$ cat src/rtl/bus_clk_divider.sv
module bus_clk_divider #(
  parameter int CORE_MAX = 9,
  parameter int BUS_MAX  = 4,
  parameter int TICK_LOG = 3,
  localparam int CW_CODE = $clog2(CORE_MAX + 1),
  localparam int BW_CODE = $clog2(BUS_MAX + 1)
) (
  input  logic               clk,
  input  logic               rst_n,
  input  logic [CW_CODE-1:0] core_code,
  input  logic [BW_CODE-1:0] slow_code,
  input  logic [BW_CODE-1:0] fast_code,
  output logic               core_en,
  output logic               slow_bus_en,
  output logic               fast_bus_en,
  output logic               slow_tim_en,
  output logic               fast_tim_en,
  output logic               tick_en
);
  localparam int CNT_W = CORE_MAX + ((BUS_MAX > TICK_LOG) ? BUS_MAX : TICK_LOG);

  logic [CNT_W-1:0]   cnt;
  logic [CW_CODE-1:0] cur_c, req_c;
  logic [BW_CODE-1:0] cur_s, cur_f, req_s, req_f;
  int                 old_span, new_span, sync_span;
  logic               at_sync;

  function automatic logic low_zero(input logic [CNT_W-1:0] c, input int n);
    return (c & ~({CNT_W{1'b1}} << n)) == '0;
  endfunction

  function automatic int span(input int c, input int s, input int f);
    int m;
    m = TICK_LOG;
    if (s > m) m = s;
    if (f > m) m = f;
    return c + m;
  endfunction

  assign req_c = (int'(core_code) > CORE_MAX) ? CW_CODE'(CORE_MAX) : core_code;
  assign req_s = (int'(slow_code) > BUS_MAX)  ? BW_CODE'(BUS_MAX)  : slow_code;
  assign req_f = (int'(fast_code) > BUS_MAX)  ? BW_CODE'(BUS_MAX)  : fast_code;

  always_comb begin
    old_span  = span(int'(cur_c), int'(cur_s), int'(cur_f));
    new_span  = span(int'(req_c), int'(req_s), int'(req_f));
    sync_span = (old_span > new_span) ? old_span : new_span;
  end

  assign at_sync = low_zero(cnt, sync_span);

  always_ff @(posedge clk or negedge rst_n) begin
    if (!rst_n) begin
      cnt   <= '0;
      cur_c <= '0;
      cur_s <= '0;
      cur_f <= '0;
    end else begin
      cnt <= cnt + 1'b1;
      if (at_sync) begin
        cur_c <= req_c;
        cur_s <= req_s;
        cur_f <= req_f;
      end
    end
  end

  assign core_en     = low_zero(cnt, int'(cur_c));
  assign slow_bus_en = low_zero(cnt, int'(cur_c) + int'(cur_s));
  assign fast_bus_en = low_zero(cnt, int'(cur_c) + int'(cur_f));
  assign slow_tim_en = low_zero(cnt, (cur_s == '0) ? int'(cur_c) : int'(cur_c) + int'(cur_s) - 1);
  assign fast_tim_en = low_zero(cnt, (cur_f == '0) ? int'(cur_c) : int'(cur_c) + int'(cur_f) - 1);
  assign tick_en     = low_zero(cnt, int'(cur_c) + TICK_LOG);
endmodule

$ cat config.mk
export PLATFORM = sky130hd
export DESIGN_NAME = bus_clk_divider
export DESIGN_NICKNAME = d
export VERILOG_FILES = /design/src/rtl/bus_clk_divider.sv
export SDC_FILE = /design/constraint.sdc
export NUM_CORES = 1
export LEC_CHECK = 0
export BUFFER_PORTS_ARGS = -buffer_cell sky130_fd_sc_hd__buf_4
export CORE_ASPECT_RATIO = 0.75
export CORE_MARGIN = 2
export CORE_UTILIZATION = 53
export CTS_BUF_LIST = sky130_fd_sc_hd__clkbuf_2
export CTS_CLUSTER_DIAMETER = 120
export DETAILED_ROUTE_END_ITERATION = 8
export PLACE_DENSITY_LB_ADDON = 0.08
export SLEW_MARGIN = 15
export SYNTH_ARGS = -nofsm -noshare
export SYNTH_HDL_FRONTEND = slang
export SYNTH_SLANG_ARGS = --single-unit
export TNS_END_PERCENT = 10
$ cat constraint.sdc
create_clock -name clk -period 5.1 [get_ports clk]
set_input_delay 0.765 -clock clk [delete_from_list [all_inputs] [get_ports clk]]
set_output_delay 0.765 -clock clk [all_outputs]
set_load 0.005 [all_outputs]
# --- Yosys cells after proc, flatten, opt, wreduce, memory -nomap -nowiden ---
# Cells that the tools add are included.
word_totals:
  wordCells: 60
  in_bits: 12
  register_bits: 23
  output_inout_bits: 6
classes:
  muxes: 10
  shift: 7
  addsub: 8
  bitwise_logic: 14
  reduce_logical: 9
  magnitude_cmp: 8
op_table:
  columns: ["op", "n"]
  rows:
  - ["13-bit by 32-bit << shifter with 13-bit output, first input constant", 5]
  - ["32-bit two-way mux", 4]
  - ["13-bit bitwise AND", 7]
  - ["13-bit zero test", 7]
  - ["13-bit NOT", 7]
  - ["5-bit by 32-bit adder with 32-bit output", 2]
  - ["4-bit by 32-bit > comparator with 1-bit output", 2]
  - ["32-bit > comparator", 1]
  - ["3-bit two-way mux", 5]
  - ["13-bit by 1-bit adder with 13-bit output, second input constant", 1]
  - ["13-bit by 4-bit << shifter with 13-bit output, first input constant", 1]
  - ["13-bit by 5-bit << shifter with 13-bit output, first input constant", 1]
  - ["5-bit by 1-bit subtractor with 6-bit output, second input constant", 2]
  - ["4-bit by 3-bit adder with 5-bit output", 2]
  - ["3-bit by 2-bit > comparator with 1-bit output, second input constant", 2]
  - ["3-bit > comparator, second input constant", 2]
  - ["3-bit zero test", 2]
  - ["4-bit by 2-bit adder with 5-bit output, second input constant", 1]
  - ["4-bit > comparator, second input constant", 1]
  - ["4-bit two-way mux", 1]

# --- Depth between registers and ports, before layout ---
depth:
  ltp_word: 13
  mapped_depth: 24
  mapped_depth_nobuf: 22

# --- Worst setup path before layout ---
# No wires, ideal clock.
synth_timing:
  path_kind: "input-to-reg"
  from: "input fast_code[1]"
  to: "register cur_c[0]"
  t_arrival_ns: 4.974
  path_buffers: 1
  stages: 21
  path_slack_ns: 0.001
  setup_ns: 0.125
  required_time_ns: 4.975
  path_cell_list: "nor2b_1 ha_1 a21o_1 a21oi_1 a31oi_1 mux2i_1 ha_1 inv_1 fa_1 xnor2_1 inv_1 ha_1 nand4_1 mux2i_1 a21oi_2 mux2_4 a211oi_2 o211ai_1 a2111o_1 buf_6 mux2_4"
synth_between:
  elab_chain_len: 11
synth_lines:
  columns: ["item", "line", "text"]
  rows:
  - ["start: declaration", "12", "input logic [BW_CODE-1:0] fast_code,"]
  - ["3-bit > comparator", "42", "assign req_f = (int'(fast_code) > BUS_MAX) ? BW_CODE'(BUS_MAX) : fast_code;"]
  - ["3-bit two-way mux (*)", "42", null]
  - ["4-bit by 32-bit > comparator with 1-bit output", "36", "if (f > m) m = f;"]
  - ["32-bit two-way mux (*)", "36", null]
  - ["5-bit by 32-bit adder with 32-bit output (*)", "37", "return c + m;"]
  - ["32-bit > comparator", "47", "sync_span = (old_span > new_span) ? old_span : new_span;"]
  - ["32-bit two-way mux (*)", "47", null]
  - ["13-bit by 32-bit << shifter with 13-bit output (*)", "29", "return (c & ~({CNT_W{1'b1}} << n)) == '0;"]
  - ["13-bit NOT (*)", "29", null]
  - ["13-bit bitwise AND (*)", "29", null]
  - ["13-bit zero test (*)", "29", null]
  - ["end signal: assignment", "61", "cur_c <= req_c;"]
  - ["end: declaration", "23", "logic [CW_CODE-1:0] cur_c, req_c;"]
# Every way passes the cells marked *; elsewhere a longest branch is shown, timed or not.
# A chain may end at the register's enable or synchronous reset.

# --- Worst setup path after layout ---
layout_timing:
  from: "register cur_s[2]"
  to: "register cur_s[1]"
layout_between:
  elab_chain_len: 11
layout_lines:
  columns: ["item", "line", "text"]
  rows:
  - ["start: declaration", "24", "logic [BW_CODE-1:0] cur_s, cur_f, req_s, req_f;"]
  - ["start signal: assignment", "62", "cur_s <= req_s;"]
  - ["3-bit by 2-bit > comparator with 1-bit output", "35", "if (s > m) m = s;"]
  - ["3-bit two-way mux (*)", "35", null]
  - ["4-bit by 32-bit > comparator with 1-bit output", "36", null]
  - ["3-bit two-way mux (*)", "36", null]
  - ["5-bit by 32-bit adder with 32-bit output (*)", "37", null]
  - ["32-bit > comparator", "47", null]
  - ["32-bit two-way mux (*)", "47", null]
  - ["13-bit by 32-bit << shifter with 13-bit output (*)", "29", null]
  - ["13-bit NOT (*)", "29", null]
  - ["13-bit bitwise AND (*)", "29", null]
  - ["13-bit zero test (*)", "29", null]
# Marks and branches as above.

==> summary.md <==
| Metric | Value |
|---|---|
| Core box area | a little under 6000 um2 |
| Gr busiest metal | met1 |
| P&R area growth vs syn | 14.48% |
| TritonCTS Buffers | 3 |
| Synth unique cells | between 60 and 70 |
| Number of global-route vias before repair | 2822 |
| GR Util met3 | about 3.5% |
| Vias | 3220 |
| Hold Path Class | input port to async pin |
| Routed WL | approximately 9100 um |
| Non-filler instance count after layout | around 530 |
| Overflow after GRT | 0 |
| Status | complete, no violations |
| Met2 usage | a little under two fifths |
| Crit path DAT | approximately 5.2 ns |
| CTS tree | built |
| Worst slew margin | between 40% and 50% |
| Ant diodes | 0 |
| Post-synthesis sequential area ratio | ~17% |
| # nets final | slightly above 500 |
| Final period util | 97.01% |
| Clock skew | about 0.029 ns |
| Vias per Instance | 6.087 |
| Reg-to-reg slack, setup | roughly 0.15 ns |
| CP startpoint kind | register |
| Max-cap violations | 0 |
| DRT Pass-1 Iters | 6 |
| Std-Cell Rows | 24 |
| Clock Tree Root | clkbuf_2 |
| Async SR Flop Fraction | 100.0% |
| Die Height | 72.69 um |
| Synth top area cells | dfrtp_1 17%, ha_1 15%, a21oi_1 5.7% |
| I/O pin total | 18 |
| Final hold vios | 0 |
| Synth warn | 0 |
| CP peak stage delay | about 0.60 ns |
| EDFF count, synth | 0 |
| Critical path capture point type | register |
| Final setup violation count | 0 |
| Min cycle time layout | between 4 and 5 ns |
| Required @ worst endpoint | about 5.3 ns |
| Reg2reg start | cur_s[2] |
| Post-synthesis cell count | around 430 |
| RePlAce Congestion | ~0.94 |
| Number of max-slew violations in the final report | 0 |
| Initial antenna violation count | 0 |
| Cell count after placement | about 520 |
| Die ar. | about 7000 um2 |
| Die width | approximately 96 um |
| Met1 GRT Util | 40.83% |
| DR iter-0 viols | between 200 and 250 |
| Max FO, Critical Path | 5 |
| Worst Setup SP | cur_s[2] |
| Critical Path, Cell by Cell | nand2b_1 > inv_2 > ha_4 > a21o_1 > a21oi_2 > a31oi_4 > nor2_1 > a21oi_2 > ha_2 > inv_2 > fa_2 > inv_4 > ha_4 > nor2b_2 > o211ai_1 > a21oi_2 > mux2_4 > a211oi_2 > o211ai_1 > a2111o_1 > clkbuf_16 > mux2_4 |
| Synthesis-stage register bit count | 23 |
| Top FF cell, synth | dfrtp_1 |
| I/O Buffers | 17 |
| Largest net degree at the start of global routing | 24 |
| Clk slew on worst S/H paths | between 0.2 and 0.25 ns |
| Mapped cell area | around 3300 um2 |
| Mean Syn Cell Area | between 7 and 8 um2 |
| Synth cell count leaders | 39 x ha_1, 38 x a21oi_1, 35 x inv_1 |
| Largest area contributor in the netlist | dfrtp_1 |
| Final ANT Viol Nets | 0 |
| Wire per inst | around 17 um |
| CP dominant cell by count | a21oi_2 |
| CTS Sinks | 23 |
| Tightest Pin Transition | between 0.8 and 0.9 ns |
| Top cell type's share of synthesized area | 17.26% |
| Layout cells sized above 1 | roughly a fifth |
| Max Fclk | approximately 0.20 GHz |
| Area after DPL | roughly 3600 um2 |
| Dpl hpwl | 6691 um |
| Kind of critical path | register to register |
| FILL cells | about 530 |
| Clock latency on the worst-skew pair | between 0.3 and 0.4 ns |
| H-tree levels | 1 |
| Post-Layout Inst Area | 3817 um2 |
| Crit-path slowest cell | fa_2 |
| Post-Syn Nets | 481 |
| GRT Util Overall | roughly a quarter |
| DRC | 0 |
| Cell with the most instances after synthesis | ha_1 |
| Initial core utilization | about 56% |
| Clock Tree Buf Depth | 2 |
| First-pass GRT wire length | roughly 14000 um |
cell families after synthesis:
group / count (synthesis) / share of synthesized area [%]
flip-flops: 23 / 17.26
AND/OR/NAND/NOR: 127 / 19.10
multiplexers: 20 / 7.280
buffers and inverters: 57 / 7.542
adder cells (fa/ha/maj): 43 / 17.04
XOR/XNOR: 24 / 6.304
AO/OA/AOI/OAI: 132 / 25.48
cell usage in the layout, fill, tap and decap left out, types with 5 or more instances in the layout:
cell type,netlist,routed
a21o_1,7,7
a21oi_1,38,35
and3_1,6,6
buf_4,0,39
dfrtp_1,23,23
ha_1,39,34
inv_1,35,32
mux2_4,8,9
mux2i_1,10,9
nand2_1,33,33
nand2b_1,13,12
nand3_1,12,12
nor2_1,28,28
nor2b_1,9,9
nor3_1,6,6
o21ai_0,33,30
o31ai_1,5,5
xnor2_1,19,17
xor2_1,5,5
through the flow:
step	setup WS (ns)	util [%]	TNS, ns	hold slack (ns)
after floorplan	0.0006639	-	0	0.4694
after global placement	-0.1170	60.59	-0.8060	0.5912
after detailed placement	-0.2110	60.59	-1.530	0.6115
after CTS	0.03698	60.92	0	0.2322
after global routing	-0.07544	64.20	-0.5180	0.2165
final	0.1525	64.20	0	0.2556
worst max-delay path: cells and delay by family (launching register included):
kind	cells	cell delay (ns)
buf+inv	4	0.37
fa+ha+maj	4	1.36
compound gates	9	1.75
mux	2	0.62
flops	1	0.44
simple gates	3	0.34
what timing repair did:
action / 4_1_cts / 5_1_grt
setup endpoints to repair: 0 / 10
hold buffers: 0 / 0
setup buffers: 0 / 5
resized for setup: 0 / 30
per-layer routing:
metal  up-vias  part of all wire (%)
li1       1575                     -
met1      1496                    49
met2       139                    42
met3        10                   7.9
met4         0                  0.90
met5         -                     0
flip-flops by register name, indices dropped and copies added (netlist names):
signal  count
cur_c       4
cnt        13
cur_s       3
cur_f       3
path summary, 6_finish.rpt:
kind,to,cells after the start
worst max-delay path,cur_s[1],22
worst min-delay path,cnt[12],1
worst max register to register,cur_s[1],22
worst min register to register,cnt[7],1
max in group asynchronous,cur_f[2],1
min in group clk,cnt[7],1
final cells by class:
type	count	area [um2]	share of cell area, %
repair buffers	43	360.3	9.440
well taps	78	97.59	2.557
clock buffers	3	15.01	0.3933
multi-input cells	346	2630	68.90
clock inverters	1	5.005	0.1311
inverters	35	133.9	3.507
flip-flops and latches	23	575.6	15.08
Power is not shown: default switching activity piles up to over one toggle a cycle in this logic, so the estimate is an artifact.
